==> src/rtl/bwt_pkg.sv <==
package bwt_pkg;
  typedef enum logic [1:0] {
    RGN_ROM    = 2'b00,
    RGN_WRAM   = 2'b01,
    RGN_IO     = 2'b10,
    RGN_SERIAL = 2'b11
  } region_e;
endpackage

==> src/rtl/bwt_len_sel.sv <==
module bwt_len_sel
  import bwt_pkg::*;
#(
  parameter int ADDR_W = 24,
  parameter int FAST_LEN = 6,
  parameter int SLOW_LEN = 8,
  parameter int XSLOW_LEN = 12,
  localparam int CNT_W = $clog2(XSLOW_LEN + 1)
) (
  input  logic [ADDR_W-1:0] addr_i,
  input  logic              internal_i,
  input  logic              fast_en_i,
  input  region_e           region_i,
  output logic [CNT_W-1:0]  len_o
);
  logic upper_half;
  assign upper_half = addr_i[ADDR_W-1];

  always_comb begin
    if (internal_i) len_o = CNT_W'(FAST_LEN);
    else begin
      unique case (region_i)
        RGN_ROM:    len_o = (fast_en_i && upper_half) ? CNT_W'(FAST_LEN) : CNT_W'(SLOW_LEN);
        RGN_WRAM:   len_o = CNT_W'(SLOW_LEN);
        RGN_IO:     len_o = CNT_W'(FAST_LEN);
        RGN_SERIAL: len_o = CNT_W'(XSLOW_LEN);
        default:    len_o = CNT_W'(SLOW_LEN);
      endcase
    end
  end

  // internal cycles always use the short length
  always_comb a_r1_internal_fast: assert (!internal_i || len_o == CNT_W'(FAST_LEN));
  // only the three legal lengths
  always_comb a_r6_legal_len: assert (len_o == CNT_W'(FAST_LEN) || len_o == CNT_W'(SLOW_LEN)
                                      || len_o == CNT_W'(XSLOW_LEN));
endmodule

==> src/rtl/bwt_counter.sv <==
module bwt_counter #(
  parameter int CNT_W = 4
) (
  input  logic             clk_i,
  input  logic             rst_ni,
  input  logic             load_i,
  input  logic [CNT_W-1:0] len_i,
  input  logic             stall_i,
  output logic             busy_o,
  output logic             done_o
);
  logic [CNT_W-1:0] rem_q;
  logic             busy_q;

  assign busy_o = busy_q;
  assign done_o = busy_q && (rem_q == '0) && !stall_i;

  always_ff @(posedge clk_i or negedge rst_ni) begin
    if (!rst_ni) begin
      rem_q  <= '0;
      busy_q <= 1'b0;
    end else if (load_i) begin
      rem_q  <= len_i - CNT_W'(1);
      busy_q <= 1'b1;
    end else if (done_o) begin
      busy_q <= 1'b0;
    end else if (busy_q && !stall_i && rem_q != '0) begin
      rem_q <= rem_q - CNT_W'(1);
    end
  end

  a_r8_count_down: assert property (@(posedge clk_i) disable iff (!rst_ni)
    (busy_q && !load_i && !stall_i && rem_q != '0) |=> (busy_q && rem_q == $past(rem_q) - CNT_W'(1)));
  a_r10_hold_on_stall: assert property (@(posedge clk_i) disable iff (!rst_ni)
    (busy_q && stall_i && !load_i) |=> (busy_q && $stable(rem_q)));
  a_r7_single_done: assert property (@(posedge clk_i) disable iff (!rst_ni)
    done_o |=> !done_o);
  a_r12_idle_quiet: assert property (@(posedge clk_i) disable iff (!rst_ni)
    !busy_q |-> !done_o);
endmodule

==> src/rtl/bus_wait_timer.sv <==
module bus_wait_timer
  import bwt_pkg::*;
#(
  parameter int ADDR_W = 24,
  parameter int FAST_LEN = 6,
  parameter int SLOW_LEN = 8,
  parameter int XSLOW_LEN = 12,
  localparam int CNT_W = $clog2(XSLOW_LEN + 1)
) (
  input  logic              clk_i,
  input  logic              rst_ni,
  input  logic              start_i,
  input  logic [ADDR_W-1:0] addr_i,
  input  logic              internal_i,
  input  logic              fast_en_i,
  input  logic [1:0]        region_i,
  input  logic              stall_i,
  output logic              busy_o,
  output logic              done_o
);
  logic [CNT_W-1:0] len;
  logic             load;

  bwt_len_sel #(
    .ADDR_W(ADDR_W), .FAST_LEN(FAST_LEN), .SLOW_LEN(SLOW_LEN), .XSLOW_LEN(XSLOW_LEN)
  ) i_len_sel (
    .addr_i    (addr_i),
    .internal_i(internal_i),
    .fast_en_i (fast_en_i),
    .region_i  (region_e'(region_i)),
    .len_o     (len)
  );

  // accept when idle or on the final cycle (back-to-back)
  assign load = start_i && (!busy_o || done_o);

  bwt_counter #(.CNT_W(CNT_W)) i_counter (
    .clk_i  (clk_i),
    .rst_ni (rst_ni),
    .load_i (load),
    .len_i  (len),
    .stall_i(stall_i),
    .busy_o (busy_o),
    .done_o (done_o)
  );

  a_r10_no_done_in_stall: assert property (@(posedge clk_i) disable iff (!rst_ni)
    stall_i |-> !done_o);
  a_r11_busy_needs_start: assert property (@(posedge clk_i) disable iff (!rst_ni)
    $rose(busy_o) |-> $past(start_i));
endmodule

==> config.mk <==
export PLATFORM = sky130hd
export DESIGN_NAME = bus_wait_timer
export DESIGN_NICKNAME = d
export VERILOG_FILES = /design/src/rtl/bwt_pkg.sv /design/src/rtl/bwt_len_sel.sv /design/src/rtl/bwt_counter.sv /design/src/rtl/bus_wait_timer.sv
export SDC_FILE = /design/constraint.sdc
export NUM_CORES = 1
export LEC_CHECK = 0
export BUFFER_PORTS_ARGS = -buffer_cell sky130_fd_sc_hd__buf_4
export CAP_MARGIN = 20
export CORE_AREA = 2 2 39 41
export CTS_CLUSTER_DIAMETER = 30
export DETAILED_ROUTE_END_ITERATION = 10
export DIE_AREA = 0 0 41 43
export GPL_TIMING_DRIVEN = 0
export PLACE_DENSITY_LB_ADDON = 0.12
export RECOVER_POWER = 50
export SYNTH_ARGS = -nofsm -noshare
export SYNTH_HDL_FRONTEND = slang
export SYNTH_HIERARCHICAL = 1
export SYNTH_SLANG_ARGS = --single-unit
export TNS_END_PERCENT = 5
==> constraint.sdc <==
create_clock -name clk_i -period 2.15 [get_ports clk_i]
set_clock_uncertainty 0.15 [all_clocks]
set_input_delay 0.1075 -clock clk_i [delete_from_list [all_inputs] [get_ports clk_i]]
set_output_delay 0.1075 -clock clk_i [all_outputs]
set_load 0.05 [all_outputs]
==> flow_summary.yaml, run 1 <==
drt:
  drc: 0
  num_vias: 394
  drt-total-wl_um: 875
  via_per_inst: 4.690
  drtPass1Iterations: 4
  drt_iter0_drc: 2
  wl_per_cell_um: 10.42
  ant_nets: 0
worst_setup_path:
  reg2reg_slack_ns: -0.17
  worstSetupStartpointType: "flop"
  rr_worst_depth: 9
  worstPathMaxFanout: 4
  endpoint_kind: "flop"
  r2r_end: "i_counter/rem_q[2]$_DFFE_PN0P_"
  rr_startpoint: "i_counter/rem_q[3]$_DFFE_PN0P_"
  crit_required_ns: 2.12
  crit_type: "flop to flop"
  cp.arrival_ns: 2.29
worst_hold_path:
  hold_path_depth: 4
  min_path_type: "input port to flop"
  worstHoldStart: "stall_i"
  whs_endpoint: "i_counter/busy_o$_DFFE_PN0P_"
clocking:
  clock_sinks: 5
  cts_buffer_depth: 2
  numCtsBuffers: 3
  h-tree-depth: 1
  clk_pin_slew_worst_paths_ns: 0.04
  root_buffer: "clkbuf_4"
  cts_tree: "built"
  insertion_delay_ns: 0.23
floorplanning:
  start_util_pct: 28.57
  die_area_mm2: 0.001763
  core_mm2: 0.001384
  die_w_um: 41
  ios: 34
  dieHeight_um: 43
  row_count: 14
layout:
  finalNonFillerCells: 84
  fin_area_um2: 628.1
  nNetsFinal: 102
  n_fill_cell: 147
  layout_commonest_cell: "buf_4"
  utilization_pct: 45.39
  diodes: 0
  drive_gt1_share_pct: 47.06
  syn_to_final_growth_pct: 58.86
  final_cell_mix: "buf_4 (18), nor2_1 (4), dfrtp_1 (4)"
global_route:
  grt_pass1_wl_um: 1483
  grt_overflow_total: 0
  antenna_found_initial: 0
  grt_pass1_vias: 394
  grt_max_degree: 8
  grt_usage_pct: 12.75
sta:
  fmax_ghz: 0.4319
  layout_setup_ws_ns: -0.1653
  final-hold-violation-count: 0
  finalCritPeriodShare_pct: 107.7
  rsz0062_at_grt: "true"
  finalSetupViolations: 1
  setup_tns_ns: -0.1653
  fin_crit_ns: 2.315
  slew_viol_final: 0
power:
  vdd_drop_max_uv: 651.4
  p_seq_share_pct: 27.9
  p_int_mw: 0.4506
  clock_power_share_pct: 13.7
  switching_share_pct: 40.76
  pwr_density_cell_mw_per_mm2: 1211
  finalPower_mw: 0.7607
  p_leak_nw: 0.2941
  switchingPower_mw: 0.3101
  power.combinational.fraction_pct: 58.3
place:
  port_buffers: 10
  gp_congestion: 0.7900
  place.detailed.hpwl_um: 648.8
  place_area_um2: 520.5
  dp.cells: 71
logic_synthesis:
  synth_warnings: 6
  syn_avg_cell_area_um2: 8.786
  synth_seq_cells: 5
  synth_cell_types: 29
  seq_area_frac_synth_pct: 31.65
  synthesis.area_um2: 395.4
  synthCells: 45
  synth_fp_nets: 78
outcome:
  status: "finished with violations"
  violations: "setup timing"
job:
  drv_cap: 0
-- power by group through the flow --
stage / registers (mW) / clock network, mW / logic [mW]
after floorplan: 0.227 / 0 / 0.234
after global placement: 0.218 / 0 / 0.333
after detailed placement: 0.219 / 0 / 0.331
after CTS: 0.210 / 0.110 / 0.394
after global routing: 0.218 / 0.116 / 0.489
final: 0.213 / 0.104 / 0.444
-- kinds of logic after synthesis --
| kind of cell | after synthesis | share of synthesized area (%) |
|---|---|---|
| AOI/OAI and AO/OA | 14 | 27.53 |
| xor gates and xnor gates | 2 | 4.431 |
| adders and majority gates | 1 | 3.164 |
| buffers and inverters | 4 | 5.063 |
| DFF | 5 | 31.65 |
| muxes | 2 | 5.063 |
| other | 1 | 0.9485 |
| and+or+nand+nor | 16 | 22.15 |
-- synthesized netlist by cell type (all sizes together) --
cell type	number	share of area, %
dfrtp	5	32
nor2	4	3.8
nor3	4	6.3
a21oi	3	4.7
a21o	2	3.8
a22oi	2	5.1
buf	2	3.2
inv	2	1.9
mux2i	2	5.1
nand2	2	1.9
nand2b	2	3.2
xor2	2	4.4
a21boi	1	1.9
a311oi	1	2.2
conb	1	0.95
ha	1	3.2
nand3b	1	1.9
nor2b	1	1.6
nor3b	1	1.9
o21a	1	1.9
o21ai	1	1.3
o21ba	1	2.5
o21bai	1	1.9
o41ai	1	2.2
or3	1	1.6
-- how the worst max path moves through the flow --
stage	startpoint	end	slack, ns
after floorplan	i_counter/busy_o$_DFFE_PN0P_	i_counter/rem_q[2]$_DFFE_PN0P_	-0.48
after global placement	i_counter/rem_q[2]$_DFFE_PN0P_	i_counter/rem_q[2]$_DFFE_PN0P_	-0.40
after detailed placement	i_counter/rem_q[2]$_DFFE_PN0P_	i_counter/rem_q[2]$_DFFE_PN0P_	-0.32
after CTS	i_counter/rem_q[3]$_DFFE_PN0P_	i_counter/rem_q[2]$_DFFE_PN0P_	-0.15
after global routing	i_counter/rem_q[3]$_DFFE_PN0P_	i_counter/rem_q[2]$_DFFE_PN0P_	-0.32
final	i_counter/rem_q[3]$_DFFE_PN0P_	i_counter/rem_q[2]$_DFFE_PN0P_	-0.17
-- critical path, cell delays in order (launching register included) --
cell	delay (ns)
dfrtp_1	0.40
nor3_2	0.21
nor3b_4	0.21
inv_1	0.07
a21boi_2	0.16
buf_6	0.13
mux2i_1	0.19
ha_2	0.21
nand3b_1	0.12
o41ai_2	0.36
-- stage by stage --
step / hold slack, ns / setup WS [ns]
6_report: 0.06534 / -0.1653
5_1_grt: 0.08124 / -0.3208
4_1_cts: 0.04272 / -0.1516
3_5_place_dp: -0.2396 / -0.3183
3_3_place_gp: -0.2404 / -0.4000
2_1_floorplan: -0.3381 / -0.4829
-- final cells by class --
class	count	area (um2)	area share [%]
buffer	2	18.77	2.988
clock buffer	4	26.28	4.183
inverter	2	7.507	1.195
multi-input combinational	36	287.8	45.82
sequential	5	126.4	20.12
tap	16	20.02	3.187
timing repair buffer	19	141.4	22.51
-- registers in the layout (all words and copies together), names as in the netlist --
register and cells:
i_counter/rem_q 4, i_counter/busy_o 1
-- routing by layer --
layer	GRT usage [%]	wire, um	share of wire [%]
met4	10.00	0	0
met3	3.141	6	0.69
met2	17.81	469	54
met5	0	0	0
met1	15.84	399	46
-- timing repair --
item,in CTS,in global routing
hold buffers,1,0
endpoints found under the setup margin,1,2
buffers inserted,4,4
hold endpoints to repair,5,0
gates resized for setup,1,2
pin swaps,2,4
No activity file was read; power rests on OpenSTA's default activity.
==> inputs of run 2 (changes only) <==
Settings changed: SYNTH_HIERARCHICAL 1 to not set.
==> run 2 against run 1 <==
  * The flow now finishes without violations
  * Sequential share of layout area up 1.7 points
  * Clock-buffer cell count unchanged
  * Total power shrank 16%
  * Routed wire length is 11% higher
  * Sequential power shrank 6%
  * Final area fell by 5.2%
  * Non-clock buffer count decreased by 3
  * Worst hold slack got worse by 0.038 ns
  * Critical path type unchanged
  * Largest cell class unchanged
  * Largest power group unchanged
==> flow_summary.yaml, run 2 <==
sta:
  rsz0062_at_grt: "true"
  finalCritPeriodShare_pct: 99.28
  slew-limit-headroom_pct: 78.18
  fin_crit_ns: 2.135
  final-hold-violation-count: 0
  finalSetupViolations: 0
  fmax_ghz: 0.4685
  slew_viol_final: 0
  tightestPinTransition_ns: 0.3230
logic_synthesis:
  syn_avg_cell_area_um2: 8.568
  synthesis.area_um2: 394.1
  synth_cell_types: 28
  ys.flop_type: "dfrtp_1"
  synth.most_common_cell: "o21ai_0"
  yosysTopAreaCell: "dfrtp_1"
  synth_fp_nets: 79
  synth_seq_cells: 5
  synth-edff-count: 0
  synthCells: 46
  synth_warnings: 0
  synthTopCellsByCount: "o21ai_0 (6), dfrtp_1 (5), nand2_1 (4), nor2_1 (4), inv_1 (3)"
  seq_area_frac_synth_pct: 31.75
  netlist.area_leader.share_pct: 31.75
  ys_async_sr_fraction_pct: 100.0
  synthTopCellsByArea: "dfrtp_1 (32%), o21ai_0 (7.6%), nor3_4 (4.1%)"
floorplanning:
  start_util_pct: 28.48
  die_w_um: 41
  core_mm2: 0.001384
  ios: 34
  dieHeight_um: 43
  die_area_mm2: 0.001763
  row_count: 14
global_route:
  grt_overflow_total: 0
  grt_pass1_wl_um: 1649
  grt_max_degree: 10
  antenna_found_initial: 0
  grt_pass1_vias: 355
  grt_usage_pct: 13.94
layout:
  n_fill_cell: 148
  finalNonFillerCells: 82
  largest_register_ff_count: 4
  fin_area_um2: 595.6
  syn_to_final_growth_pct: 51.11
  multi_input_area_um2: 270.3
  nNetsFinal: 100
  drive_gt1_share_pct: 45.45
  diodes: 0
  layout_commonest_cell: "buf_4"
  seq_area_um2: 130.1
  final_cell_mix: "buf_4 (14), o21ai_0 (6), nand2_1 (4), dfrtp_2 (4)"
  utilization_pct: 43.04
  regMostFlops: "i_counter.rem_q"
worst_setup_path:
  worst-path-buf-inv: 1
  slowest_delay_ns: 0.45
  worst_path_max_delay_cell: "or4b_1"
  worstSetupStartpointType: "flop"
  reg2reg_slack_ns: 0.02
  rr_startpoint: "i_counter.rem_q[1]$_DFFE_PN0P_"
  crit_required_ns: 2.12
  crit_type: "flop to flop"
  path_cells: "nor3_4, a31oi_4, mux2i_1, ha_2, inv_1, or4b_1, and4_1"
  worstPathMaxFanout: 5
  crit_start: "i_counter.rem_q[1]$_DFFE_PN0P_"
  endpoint_kind: "flop"
  cp.arrival_ns: 2.10
  crit_family: "simple AND/OR/NAND/NOR gates"
clocking:
  insertion_delay_ns: 0.24
  clk_pin_slew_worst_paths_ns: 0.04
  cts_buffer_depth: 2
  clock_sinks: 5
  numCtsBuffers: 3
  h-tree-depth: 1
  cts_tree: "built"
  root_buffer: "clkbuf_4"
outcome:
  status: "finished clean"
power:
  clock_power_share_pct: 16.5
  switching_share_pct: 40.16
  p_seq_share_pct: 31.3
  pwr_density_cell_mw_per_mm2: 1076
  vdd_drop_max_uv: 690.0
  power.combinational.fraction_pct: 52.2
  p_int_mw: 0.3834
  switchingPower_mw: 0.2573
  p_leak_nw: 0.2465
place:
  place.detailed.hpwl_um: 692.5
  dp.cells: 71
  port_buffers: 9
  gp_congestion: 0.7359
  place_area_um2: 511.7
drt:
  drt_iter0_drc: 7
  drtPass1Iterations: 4
  ant_nets: 0
  drt-total-wl_um: 974
  wl_per_cell_um: 11.88
  num_vias: 428
  via_per_inst: 5.220
  drc: 0
job:
  drv_cap: 0
worst_hold_path:
  min_path_type: "input port to flop"
  worstHoldStart: "stall_i"
## run 2: repair_timing
item	in CTS	in global routing
endpoints found under the setup margin	1	1
buffers inserted	3	3
pin swaps	1	2
hold buffers	1	0
hold endpoints to repair	5	0
resized for setup	3	1
## run 2: cell type report
type                    count  share of cell area, %
multi-input cells          36                  45.38
flip-flops and latches      5                  21.85
repair buffers             16                  19.96
clock buffers               4                  4.412
well taps                  16                  3.361
plain buffers               2                  3.151
inverters                   3                  1.891
## run 2: through the flow
stage / setup TNS (ns) / worst slack (ns) / hold slack [ns] / total power, mW
CTS: 0 / 0.006940 / 0.02235 / 0.6090
global placement: -0.1045 / -0.1045 / -0.2362 / 0.4519
finish: 0 / 0.01541 / 0.02709 / 0.6407
floorplan: -0.08869 / -0.08869 / -0.3381 / 0.3802
detailed placement: -0.07720 / -0.07720 / -0.2391 / 0.4488
global route: -0.1231 / -0.1231 / 0.03628 / 0.7012
## run 2: kinds of logic (layout without fill, tap and decap cells)
family,count (synthesis),after routing,share of synthesized area [%]
and+or+nand+nor,17,17,26.67
DFF,5,5,31.75
buffers and inverters,5,25,5.077
adders and majority gates,1,1,3.174
AOI/OAI and AO/OA,17,17,30.80
muxes,1,1,2.540
## run 2: worst min-delay path, stage by stage
cell,delay [ns]
buf_4,0.13
nand2_1,0.05
a31oi_1,0.08
## run 2: layer usage
| metal | vias up | GRT usage (%) | part of all wire [%] |
|---|---|---|---|
| met2 | 12 | 16.88 | 46 |
| met1 | 199 | 21.64 | 49 |
| met5 | - | 0 | 0 |
| met4 | 0 | 4.000 | 0 |
| met3 | 0 | 6.283 | 4.3 |
| li1 | 217 | - | - |
## run 2: path summary, 6_finish.rpt
check | end | cells after the start
max | i_counter.rem_q[2]$_DFFE_PN0P_ | 7
min | i_counter.rem_q[0]$_DFFE_PN0P_ | 3
max reg2reg | i_counter.rem_q[2]$_DFFE_PN0P_ | 7
min reg2reg | i_counter.rem_q[0]$_DFFE_PN0P_ | 2
max in group asynchronous | i_counter.rem_q[2]$_DFFE_PN0P_ | 2
min in group asynchronous | i_counter.rem_q[3]$_DFFE_PN0P_ | 2
## run 2: power groups by stage
stage / sequential [mW] / combinational, mW / clock [mW]
2_1_floorplan: 0.204 / 0.177 / 0
5_1_grt: 0.207 / 0.377 / 0.117
6_report: 0.201 / 0.335 / 0.105
3_5_place_dp: 0.210 / 0.239 / 0
4_1_cts: 0.200 / 0.299 / 0.111
3_3_place_gp: 0.216 / 0.236 / 0
